### src/rtl/bitram_pkg.sv
package bitram_pkg;

    typedef enum logic [1:0] {
        ST_DESEL  = 2'd0,
        ST_READ   = 2'd1,
        ST_WRITE  = 2'd2,
        ST_LOCKED = 2'd3
    } bitram_state_e;

endpackage

### src/rtl/bitram_ctrl.sv
module bitram_ctrl
    import bitram_pkg::*;
(
    input  logic          clk,
    input  logic          rst_n,
    input  logic          sel_n,
    input  logic          wr_en,
    output bitram_state_e state_q,
    output logic          wr_go
);

    bitram_state_e state_d;

    // State register
    always_ff @(posedge clk or negedge rst_n) begin
        if (!rst_n) begin
            state_q <= ST_DESEL;
        end else begin
            state_q <= state_d;
        end
    end

    // Next state and store strobe
    always_comb begin
        state_d = state_q;
        wr_go   = 1'b0;
        unique case (state_q)
            ST_DESEL, ST_LOCKED: begin
                if (sel_n)       state_d = ST_DESEL;
                else if (wr_en)  state_d = ST_LOCKED;
                else             state_d = ST_READ;
            end
            ST_READ, ST_WRITE: begin
                if (sel_n) begin
                    state_d = ST_DESEL;
                end else if (wr_en) begin
                    state_d = ST_WRITE;
                    wr_go   = 1'b1;
                end else begin
                    state_d = ST_READ;
                end
            end
            default: state_d = ST_DESEL;
        endcase
    end

endmodule

### src/rtl/bitram_array.sv
module bitram_array #(
    parameter int AW = 8
) (
    input  logic          clk,
    input  logic          we,
    input  logic [AW-1:0] addr,
    input  logic          din,
    output logic          rd_bit
);

    localparam int DEPTH = 1 << AW;

    logic [DEPTH-1:0] cells;

    always_ff @(posedge clk) begin
        if (we) begin
            cells[addr] <= din;
        end
    end

    assign rd_bit = cells[addr];

endmodule

### src/rtl/bitram_pulse_mon.sv
module bitram_pulse_mon #(
    parameter int MAX_WP = 4
) (
    input  logic clk,
    input  logic rst_n,
    input  logic wr_go,
    output logic overrun
);

    localparam int CW = $clog2(MAX_WP + 1);
    localparam logic [CW-1:0] LIMIT = CW'(MAX_WP);

    logic [CW-1:0] run_cnt;

    always_ff @(posedge clk or negedge rst_n) begin
        if (!rst_n) begin
            run_cnt <= '0;
            overrun <= 1'b0;
        end else begin
            overrun <= wr_go && (run_cnt == LIMIT);
            if (!wr_go)               run_cnt <= '0;
            else if (run_cnt != LIMIT) run_cnt <= run_cnt + 1'b1;
        end
    end

endmodule

### src/rtl/bitram_top.sv
module bitram_top
    import bitram_pkg::*;
#(
    parameter int AW     = 8,
    parameter int MAX_WP = 4
) (
    input  logic          clk,
    input  logic          rst_n,
    input  logic [AW-1:0] addr,
    input  logic          din,
    input  logic          sel_n,
    input  logic          wr_en,
    output logic          q,
    output logic          q_oe,
    output logic          qn,
    output logic          qn_oe,
    output logic          wr_overrun
);

    bitram_state_e state_q;
    logic          wr_go;
    logic          rd_bit;
    logic          out_bit;
    logic          drive_en;

    bitram_ctrl u_ctrl (
        .clk     (clk),
        .rst_n   (rst_n),
        .sel_n   (sel_n),
        .wr_en   (wr_en),
        .state_q (state_q),
        .wr_go   (wr_go)
    );

    bitram_array #(.AW(AW)) u_array (
        .clk    (clk),
        .we     (wr_go),
        .addr   (addr),
        .din    (din),
        .rd_bit (rd_bit)
    );

    bitram_pulse_mon #(.MAX_WP(MAX_WP)) u_mon (
        .clk     (clk),
        .rst_n   (rst_n),
        .wr_go   (wr_go),
        .overrun (wr_overrun)
    );

    // Output path: write-through while storing, array bit otherwise
    always_comb begin
        out_bit  = wr_go ? din : rd_bit;
        drive_en = rst_n & ~sel_n;
    end

    assign q     = out_bit;
    assign qn    = ~out_bit;
    assign q_oe  = drive_en;
    assign qn_oe = drive_en;

endmodule

### config.mk
export PLATFORM = sky130hd
export DESIGN_NAME = bitram_top
export DESIGN_NICKNAME = d
export VERILOG_FILES = /design/src/rtl/bitram_pkg.sv /design/src/rtl/bitram_ctrl.sv /design/src/rtl/bitram_array.sv /design/src/rtl/bitram_pulse_mon.sv /design/src/rtl/bitram_top.sv
export SDC_FILE = /design/constraint.sdc
export NUM_CORES = 1
export LEC_CHECK = 0
export BUFFER_PORTS_ARGS = -buffer_cell sky130_fd_sc_hd__clkbuf_2
export CAP_MARGIN = 10
export CORE_MARGIN = 2
export CORE_UTILIZATION = 50
export CTS_CLUSTER_SIZE = 10
export DETAILED_ROUTE_END_ITERATION = 10
export PLACE_DENSITY = 0.72
export SLEW_MARGIN = 25
export SYNTH_ARGS = -nofsm -noshare
export SYNTH_HDL_FRONTEND = slang
export SYNTH_HIERARCHICAL = 1
export SYNTH_SLANG_ARGS = --single-unit
### constraint.sdc
create_clock -name clk -period 5.3 [get_ports clk]
set_clock_uncertainty 0.05 [all_clocks]
set_input_delay 1.59 -clock clk [delete_from_list [all_inputs] [get_ports clk]]
set_output_delay 1.59 -clock clk [all_outputs]
set_load 0.05 [all_outputs]
## Yosys cells after proc, flatten, opt, wreduce, memory -nomap -nowiden

Index checks and enable logic that the tools add are counted.

- Register bits after elaboration: 262
- Bits in latches: 0
- RAM bits: 0
- ROM bits: 0
- Input bits: 13
- Output and inout bits: 5
- Logic and storage cells: 37
- Memories kept: 0

- Add/subtract/negate cells: 1
- $mul: 0
- Div/mod/pow operators: 0
- Magnitude comparators: 2
- Equality and inequality tests: 6
- Shift operators: 0
- Mux-type cells: 16
- Bitwise logic cells: 3
- Reductions and logical operators: 5

Operators with widths:

| kind | count |
|---|---|
| $bwmux W256 | 1 |
| $lt A8 B9 Y1 const B | 1 |
| $bmux W1 S8 | 1 |
| $demux W1 S8 | 1 |
| $ge A8 B1 Y1 const B | 1 |
| $mux W2 | 4 |
| $mux W1 | 6 |
| $mux W3 | 2 |
| $eq A2 B2 Y1 const B | 2 |
| $pmux W2 S2 | 1 |
| $reduce_or A2 Y1 | 2 |
| $add A3 B1 Y3 const B | 1 |
| $eq A3 B3 Y1 const B | 1 |
| $ne A3 B3 Y1 const B | 1 |
| $eq A2 B1 Y1 const B | 1 |
| $logic_and A1 B1 Y1 | 2 |
| $logic_not A2 Y1 | 1 |
| $ne A2 B2 Y1 const B | 1 |
| $not A1 Y1 | 2 |
| $and A1 B1 Y1 | 1 |

## Depth between registers and ports, before layout

Gate-level depths: netlist (run 1).

- Depth in word-level cells: 5
- Mapped depth: 9
- Depth with buffers taken out: 7

## Modules after synthesis

Netlist (run 1), hierarchy kept.

By module, submodules not included:

| module | instances | cells each | area each (sq um) | sequential area each (sq um) |
|---|---|---|---|---|
| bitram_array | 1 | 747 | 10986.8 | 7687.4 |
| bitram_pulse_mon | 1 | 19 | 195.2 | 100.1 |
| bitram_ctrl | 1 | 6 | 78.8 | 50.0 |
| bitram_top | 1 | 4 | 38.8 | 0.0 |

## Least setup slack after synthesis (run 1)

OpenSTA, ideal clock, no wires.

- Path kind: input-to-output
- Start: input port addr[1]
- End: output port qn
- Data arrival time: 4303 ps
- Data required time: 3660 ps
- Path slack: -643 ps
- Stages: 9
- Path buffers: 2
- Cell sequence: clkbuf_1 clkbuf_1 mux4_2 a22oi_1 nand2_1 a22oi_1 a21boi_1 or4_1 mux2i_1

- Cells in the longest elaborated chain, start to end: 4

RTL lines:

| what | line | text |
|---|---|---|
| from (decl) | bitram_top.sv:9 | `input logic [AW-1:0] addr,` |
| $bmux W1 S8 | bitram_array.sv:21 | `assign rd_bit = cells[addr];` |
| $mux W1 (not written as such) | bitram_array.sv:21 |  |
| named net rd_bit | bitram_top.sv:22 | `logic rd_bit;` |
| $mux W1 | bitram_top.sv:52 | `out_bit = wr_go ? din : rd_bit;` |
| $not A1 Y1 | bitram_top.sv:57 | `assign qn = ~out_bit;` |
| to (decl) | bitram_top.sv:15 | `output logic qn,` |

The timed path passes the listed nets, and every way through them passes these cells. The select of a mux whose other input is x is not followed.

## Final worst setup path (run 1)

- Start: input port addr[0]
- End: output port qn

The elaborated chain is that of the path after synthesis.

==> results of run 1 <==
==> routing by layer <==
layer	part of all wire, %	global-route usage (%)
met2	52	40.79
met3	7.2	3.026
met1	38	29.55
met5	0	0
met4	2.4	6.922
==> per-stage QoR <==
stage / utilization (%) / setup TNS [ns] / area [um^2] / total power, W / cells
CTS: 58.85 / -0.7344 / 13200 / 0.004408 / 1118
global route: 59.12 / -0.8651 / 13260 / 0.004528 / 1120
floorplan: - / -0.1194 / 11380 / 0.002475 / 776
finish: 59.12 / -0.7472 / 13260 / 0.004389 / 1120
detailed placement: 53.32 / -1.310 / 11960 / 0.002581 / 1062
global placement: 53.32 / -1.281 / 11960 / 0.002577 / 1062
==> cell usage in the layout, fill, tap and decap left out, drive strengths merged, types with 6 or more instances in the layout <==
cell type	Yosys	routed
a22oi	40	40
buf	8	60
clkbuf	51	56
dfrtp	6	6
edfxtp	256	256
mux4	64	64
nand2	45	45
nand3	8	8
nor2	261	261
nor2b	10	10
==> state kept, by name, indices dropped and copies added, names as in the netlist <==
register and flops:
u_mon/run_cnt 3, u_array/cells 256, u_ctrl/state_q 2, u_mon/overrun 1
==> path summary, 6_finish.rpt <==
path,endpoint,slack (ns)
setup / recovery,qn,-0.40
max in group asynchronous,u_mon/run_cnt[2],4.22
setup reg to reg,u_array/cells[64],2.54
min in group asynchronous,u_mon/run_cnt[1],0.82
hold / removal,u_mon/run_cnt[2],0.51
hold reg to reg,u_mon/run_cnt[2],0.51
==> power by group through the flow <==
stage	Combinational, W	Clock [W]	Sequential, W
after floorplan	0.000155	0	0.00232
after global placement	0.000257	0	0.00232
after detailed placement	0.000261	0	0.00232
after CTS	0.000306	0.00182	0.00228
after global routing	0.000332	0.00192	0.00228
final	0.000313	0.00180	0.00228
==> area by class of cell <==
cell class	count	area, um^2	area share (%)
clock buffers	44	834.6	6.292
clock inverters	1	5.005	0.03774
inverters	3	11.26	0.08491
multi-input cells	452	3326	25.08
flip-flops and latches	262	7838	59.09
well taps	285	356.6	2.689
repair buffers	73	892.1	6.726
==> cell families after synthesis <==
kind of cell	after synthesis	share of synthesized area, %
AO/OA/AOI/OAI	49	3.156
XOR/XNOR	1	0.07752
adder cells (fa/ha/maj)	2	0.2214
buffers and inverters	62	2.469
flip-flops	262	69.36
multiplexers	67	13.07
AND/OR/NAND/NOR	333	11.65
==> critical path, cell delays in order <==
cell     delay, ns
buf_16        0.14
buf_12        0.14
mux4_2        0.50
a22oi_2       0.22
nand2_1       0.12
a22oi_2       0.19
a21oi_2       0.08
or4_4         0.57
buf_6         0.15
mux2i_4       0.18
buf_12        0.16
==> repair_timing <==
| action | in CTS | in global routing |
|---|---|---|
| gates cloned | 7 | 0 |
| pin swaps | 13 | 11 |
| setup buffers | 4 | 2 |
| gates resized for setup | 38 | 11 |
| endpoints found under the setup margin | 2 | 2 |
==> results.sh, run 1 <==
export IMPL_switching_share_pct=20.66
export IMPL_wl_mm=26.42
export IMPL_hold_viol=0
export IMPL_synth_edff_count=256
export IMPL_cellLeakagePower_nw=4.113
export IMPL_place_ws_ns=-0.6570
export IMPL_layout_drive_gt1_share_pct=24.07
export IMPL_maxCapViolCount=0
export IMPL_worstPathRequired_ns=3.66
export IMPL_ys_ff_latch=262
export IMPL_p_sw_w=0.0009071
export IMPL_worstHoldStart="u_mon/run_cnt[2]"
export IMPL_synth_area_leader_cell="edfxtp_1"
export IMPL_syn_inst=776
export IMPL_area_delta_synth_final_pct=17.37
export IMPL_initial_core_util_pct=50.37
export IMPL_grt_pass1_vias=6853
export IMPL_rr_worst_depth=6
export IMPL_fin_nets=837
export IMPL_io_buffer_count=17
export IMPL_synth_top_cell_area_share_pct=68.03
export IMPL_dr_pass1_iters=7
export IMPL_setup_viol=2
export IMPL_fin_ws_ns=-0.3953
export IMPL_clkLatencyLatePin_ns=0.53
export IMPL_clk_path_buf_depth=3
export IMPL_hold_class="reg -> reg"
export IMPL_ys_top_cells_by_count="nor2_1 (261), edfxtp_1 (256), mux4_2 (64)"
export IMPL_dieArea_um2=23820
export IMPL_internal_power_w=0.003482
export IMPL_crit_path_end_kind="output port"
export IMPL_die_x_um=154.3
export IMPL_grt_usage_pct=22.87
export IMPL_fmaxAchievable_mhz=175.6
export IMPL_critPathLaunch="addr[0]"
export IMPL_slew_violations=0
export IMPL_r2r_start="u_ctrl/state_q[1]"
export IMPL_max_vdd_ir_drop_mv=0.2405
export IMPL_drtAntennaViolNets=0
export IMPL_htree_levels=1
export IMPL_maxSlewHeadroom_pct=28.94
export IMPL_cts_made_buffers=30
export IMPL_critical_path_peak_fanout=6
export IMPL_dp_hpwl_mm=14.64
export IMPL_hold_buffers=0
export IMPL_synthArstFlopShare_pct=2.290
export IMPL_fp_row_count=55
export IMPL_combinationalPowerShare_pct=7.1
export IMPL_grt_pass1_wl_mm=40.50
export IMPL_vias=6719
export IMPL_crit_type="in -> out"
export IMPL_critPathLaunchType="primary input"
export IMPL_avgViaCountPerCell=5.999
export IMPL_grt_max_degree=99
export IMPL_clockPowerShare_pct=41.0
export IMPL_hold_slack_ns=0.5079
export IMPL_clk_pin_slew_worst_paths_ns=0.05
export IMPL_outcome="finished with violations"
export IMPL_powerDensity_nw_per_um2=331.0
export IMPL_cts_sinks=262
export IMPL_crit_arrival_ns=4.06
export IMPL_dieHeight_um=154.3
export IMPL_synth_cell_types=30
export IMPL_synth_warnings=6
export IMPL_p_seq_share_pct=51.9
export IMPL_gp_congestion=0.8168
export IMPL_synth_flop_cell="edfxtp_1"
export IMPL_antenna_cells=0
export IMPL_synth_nets=791
export IMPL_ioPinCount=18
export IMPL_coreArea_um2=22430
export IMPL_clock_root_buffer="clkbuf_16"
export IMPL_synth_area_leaders="edfxtp_1 (68%), mux4_2 (13%), nor2_1 (8.7%), a22oi_1 (2.7%), clkbuf_1 (1.7%)"
export IMPL_routedWlPerCell_um=23.59
export IMPL_post_route_period_util_pct=107.5
export IMPL_syn_avg_cell_area_um2=14.56
export IMPL_drt_iter0_drc=697
export IMPL_seq_area_frac_synth_pct=69.36
export IMPL_synth_most_common_cell="nor2_1"
export IMPL_fill_cells=1674
export IMPL_cts_tree="yes"
export IMPL_final_min_clock_period_ns=5.695
export IMPL_drc_errors=0
export IMPL_worst_pin_slew_ns=1.063
export IMPL_rsz0062_at_grt="true"
export IMPL_synthesis_area_um2=11300
export IMPL_hold_depth=1
export IMPL_overflow=0
export IMPL_antenna_found_initial=0
export IMPL_violations="negative setup slack"
(Power assumes the default switching activity.)
==> inputs of run 2 (changes only) <==
- SKIP_LAST_GASP: not set -> 1
- SYNTH_HIERARCHICAL: 1 -> not set
==> run 2 against run 1 <==
  * Setup slack improved by 0.27 ns
  * Critical path depth decreased by 2
  * Non-clock buffer count increased by 24
  * The run still ends with negative setup slack left
  * Sequential share of layout area decreased by 1.5 points
  * Wire length increased by 11%
  * Global-route usage increased by 1.5 points
==> results.sh, run 2 <==
export IMPL_synth_top_cell_area_share_pct=65.85
export IMPL_ioPinCount=18
export IMPL_syn_inst=832
export IMPL_area_delta_synth_final_pct=16.55
export IMPL_wl_mm=29.23
export IMPL_worst_pin_slew_ns=1.174
export IMPL_total_power_w=0.004465
export IMPL_routedWlPerCell_um=23.98
export IMPL_grt_pass1_vias=7210
export IMPL_fin_ws_ns=-0.1242
export IMPL_largest_register="u_array.cells"
export IMPL_synth_xor_area_share_pct=0.1501
export IMPL_dieHeight_um=156.8
export IMPL_cts_tree="yes"
export IMPL_fp_row_count=55
export IMPL_synth_most_common_cell="nor2_1"
export IMPL_clk_pin_slew_worst_paths_ns=0.05
export IMPL_drtAntennaViolNets=0
export IMPL_r2r_end="u_array.cells[206]"
export IMPL_clock_root_buffer="clkbuf_16"
export IMPL_synth_cell_types=53
export IMPL_r2r_start="u_ctrl.state_q[0]"
export IMPL_critPathLaunchType="primary input"
export IMPL_fill_cells=1744
export IMPL_maxCapViolCount=0
export IMPL_tns_ns=-0.2032
export IMPL_synth_area_leaders="edfxtp_1 (66%), mux4_2 (10%), nor2_1 (8.6%), mux2i_1 (1.6%), clkbuf_1 (1.4%)"
export IMPL_synthesis_area_um2=11670
export IMPL_fin_nets=904
export IMPL_ys_top_cells_by_count="nor2_1 (266), edfxtp_1 (256), mux4_2 (53)"
export IMPL_synth_area_leader_cell="edfxtp_1"
export IMPL_maxSlewHeadroom_pct=21.70
export IMPL_grt_usage_pct=24.40
export IMPL_dr_pass1_iters=5
export IMPL_hold_depth=2
export IMPL_ys_ff_latch=262
export IMPL_cellLeakagePower_nw=4.268
export IMPL_rsz0062_at_grt="true"
export IMPL_hold_viol=0
export IMPL_seq_area_frac_synth_pct=67.14
export IMPL_clkLatencyLatePin_ns=0.54
export IMPL_vias=7361
export IMPL_synth_nets=847
export IMPL_outcome="finished with violations"
export IMPL_synth_simple_area_share_pct=13.15
export IMPL_critPathLaunch="addr[5]"
export IMPL_overflow=0
export IMPL_fmaxAchievable_mhz=184.4
export IMPL_htree_levels=1
export IMPL_initial_core_util_pct=51.25
export IMPL_crit_arrival_ns=3.78
export IMPL_cts_sinks=262
export IMPL_layout_common_cells="nor2_1 (266), edfxtp_1 (256), buf_4 (63), mux4_2 (57), clkbuf_16 (31)"
export IMPL_die_x_um=156.8
export IMPL_crit_path_end_kind="output port"
export IMPL_post_route_period_util_pct=102.3
export IMPL_slew_violations=0
export IMPL_hold_slack_ns=0.5319
export IMPL_dp_hpwl_mm=17.04
export IMPL_drc_errors=0
export IMPL_r2r_setup_slack_ns=2.63
export IMPL_synthArstFlopShare_pct=2.290
export IMPL_coreArea_um2=22780
export IMPL_area_sequential_um2=7838
export IMPL_grt_max_degree=257
export IMPL_critical_path_peak_fanout=2
export IMPL_violations="negative setup slack"
export IMPL_setup_viol=2
export IMPL_synth_flop_cell="edfxtp_1"
export IMPL_synth_mux_area_fraction_pct=13.65
export IMPL_layout_commonest_cell="nor2_1"
export IMPL_crit_type="in -> out"
export IMPL_cp_endpoint="qn"
export IMPL_cts_made_buffers=30
export IMPL_worstHoldStart="u_mon.run_cnt[1]"
export IMPL_synth_fa_ha_area_share_pct=0.2144
export IMPL_hold_buffers=0
export IMPL_dieArea_um2=24590
export IMPL_synth_warnings=0
export IMPL_syn_avg_cell_area_um2=14.03
export IMPL_final_min_clock_period_ns=5.424
export IMPL_clk_path_buf_depth=3
export IMPL_layout_drive_gt1_share_pct=23.40
export IMPL_avgViaCountPerCell=6.039
export IMPL_largest_reg_flops=256
export IMPL_rr_worst_depth=5
export IMPL_synth_compound_area_share_pct=2.476
export IMPL_synth_edff_count=256
export IMPL_gp_congestion=0.9011
export IMPL_antenna_cells=0
export IMPL_worstPathRequired_ns=3.66
export IMPL_powerDensity_nw_per_um2=328.2
export IMPL_top_regs="u_array.cells x256, u_mon.run_cnt x3, u_ctrl.state_q x2"
export IMPL_max_vdd_ir_drop_mv=0.2204
export IMPL_drt_iter0_drc=937
export IMPL_io_buffer_count=17
export IMPL_antenna_found_initial=0
export IMPL_synth_top_family_by_area="multiplexers"
export IMPL_hold_class="reg -> reg"
export IMPL_grt_pass1_wl_mm=43.51
export IMPL_multiInputGateArea_um2=3526
run 2: per-stage QoR:
step           instances  util [%]  setup WS, ns  area (um^2)
2_1_floorplan        832         -     -0.009667        11680
3_3_place_gp        1164     54.95       -0.3069        12520
3_5_place_dp        1164     54.97       -0.3316        12520
4_1_cts             1219     59.66      -0.06633        13590
5_1_grt             1219     59.73       -0.1561        13610
6_report            1219     59.73       -0.1242        13610
run 2: kinds of logic (layout without fill, tap and decap cells):
group,Yosys count,after routing
and+or+nand+nor,367,367
xor gates and xnor gates,2,2
AOI/OAI and AO/OA,39,39
muxes,84,84
adders and majority gates,2,2
DFF,262,262
buffers and inverters,76,150
run 2: report_power, final:
group	internal (W)	switching (W)	leakage, nW
Combinational	0.000146	0.000199	1.48
Sequential	0.00228	0.00000111	2.38
Clock	0.00108	0.000764	0.409
run 2: final cells by class:
cell class / instances / area share [%]
Tap cell: 313 / 2.878
Clock buffer: 49 / 6.272
Timing Repair Buffer: 97 / 7.219
Sequential cell: 262 / 57.61
Inverter: 4 / 0.1104
Multi-Input combinational cell: 494 / 25.92
run 2: worst max-delay path, cell delays in order:
cell      delay (ns)
clkbuf_2        0.10
or4b_1          0.58
a311o_1         0.34
or3_1           0.34
nand4_1         0.16
nor4_2          0.05
buf_4           0.18
a41o_1          0.28
buf_12          0.16
run 2: routing by layer:
metal	up-vias	global-route usage, %	share of wire (%)
li1	3185	-	-
met1	3674	33.85	39
met2	408	37.16	46
met3	94	6.453	11
met4	0	9.480	4.1
met5	-	0	0
run 2: worst min-delay path by stage:
stage,slack (ns),to
after CTS,0.54,u_mon.run_cnt[1]
after global placement,0.52,u_mon.run_cnt[1]
final,0.53,u_mon.run_cnt[1]
after global routing,0.56,u_mon.run_cnt[1]
after floorplan,0.49,u_mon.run_cnt[0]
after detailed placement,0.52,u_mon.run_cnt[1]
run 2: what timing repair did:
| item | 4_1_cts | 5_1_grt |
|---|---|---|
| pin swaps | 14 | 3 |
| endpoints found under the hold margin | 0 | 0 |
| gates cloned | 4 | 0 |
| setup endpoints to repair | 2 | 2 |
| setup buffers | 3 | 0 |
| resized for setup | 28 | 4 |
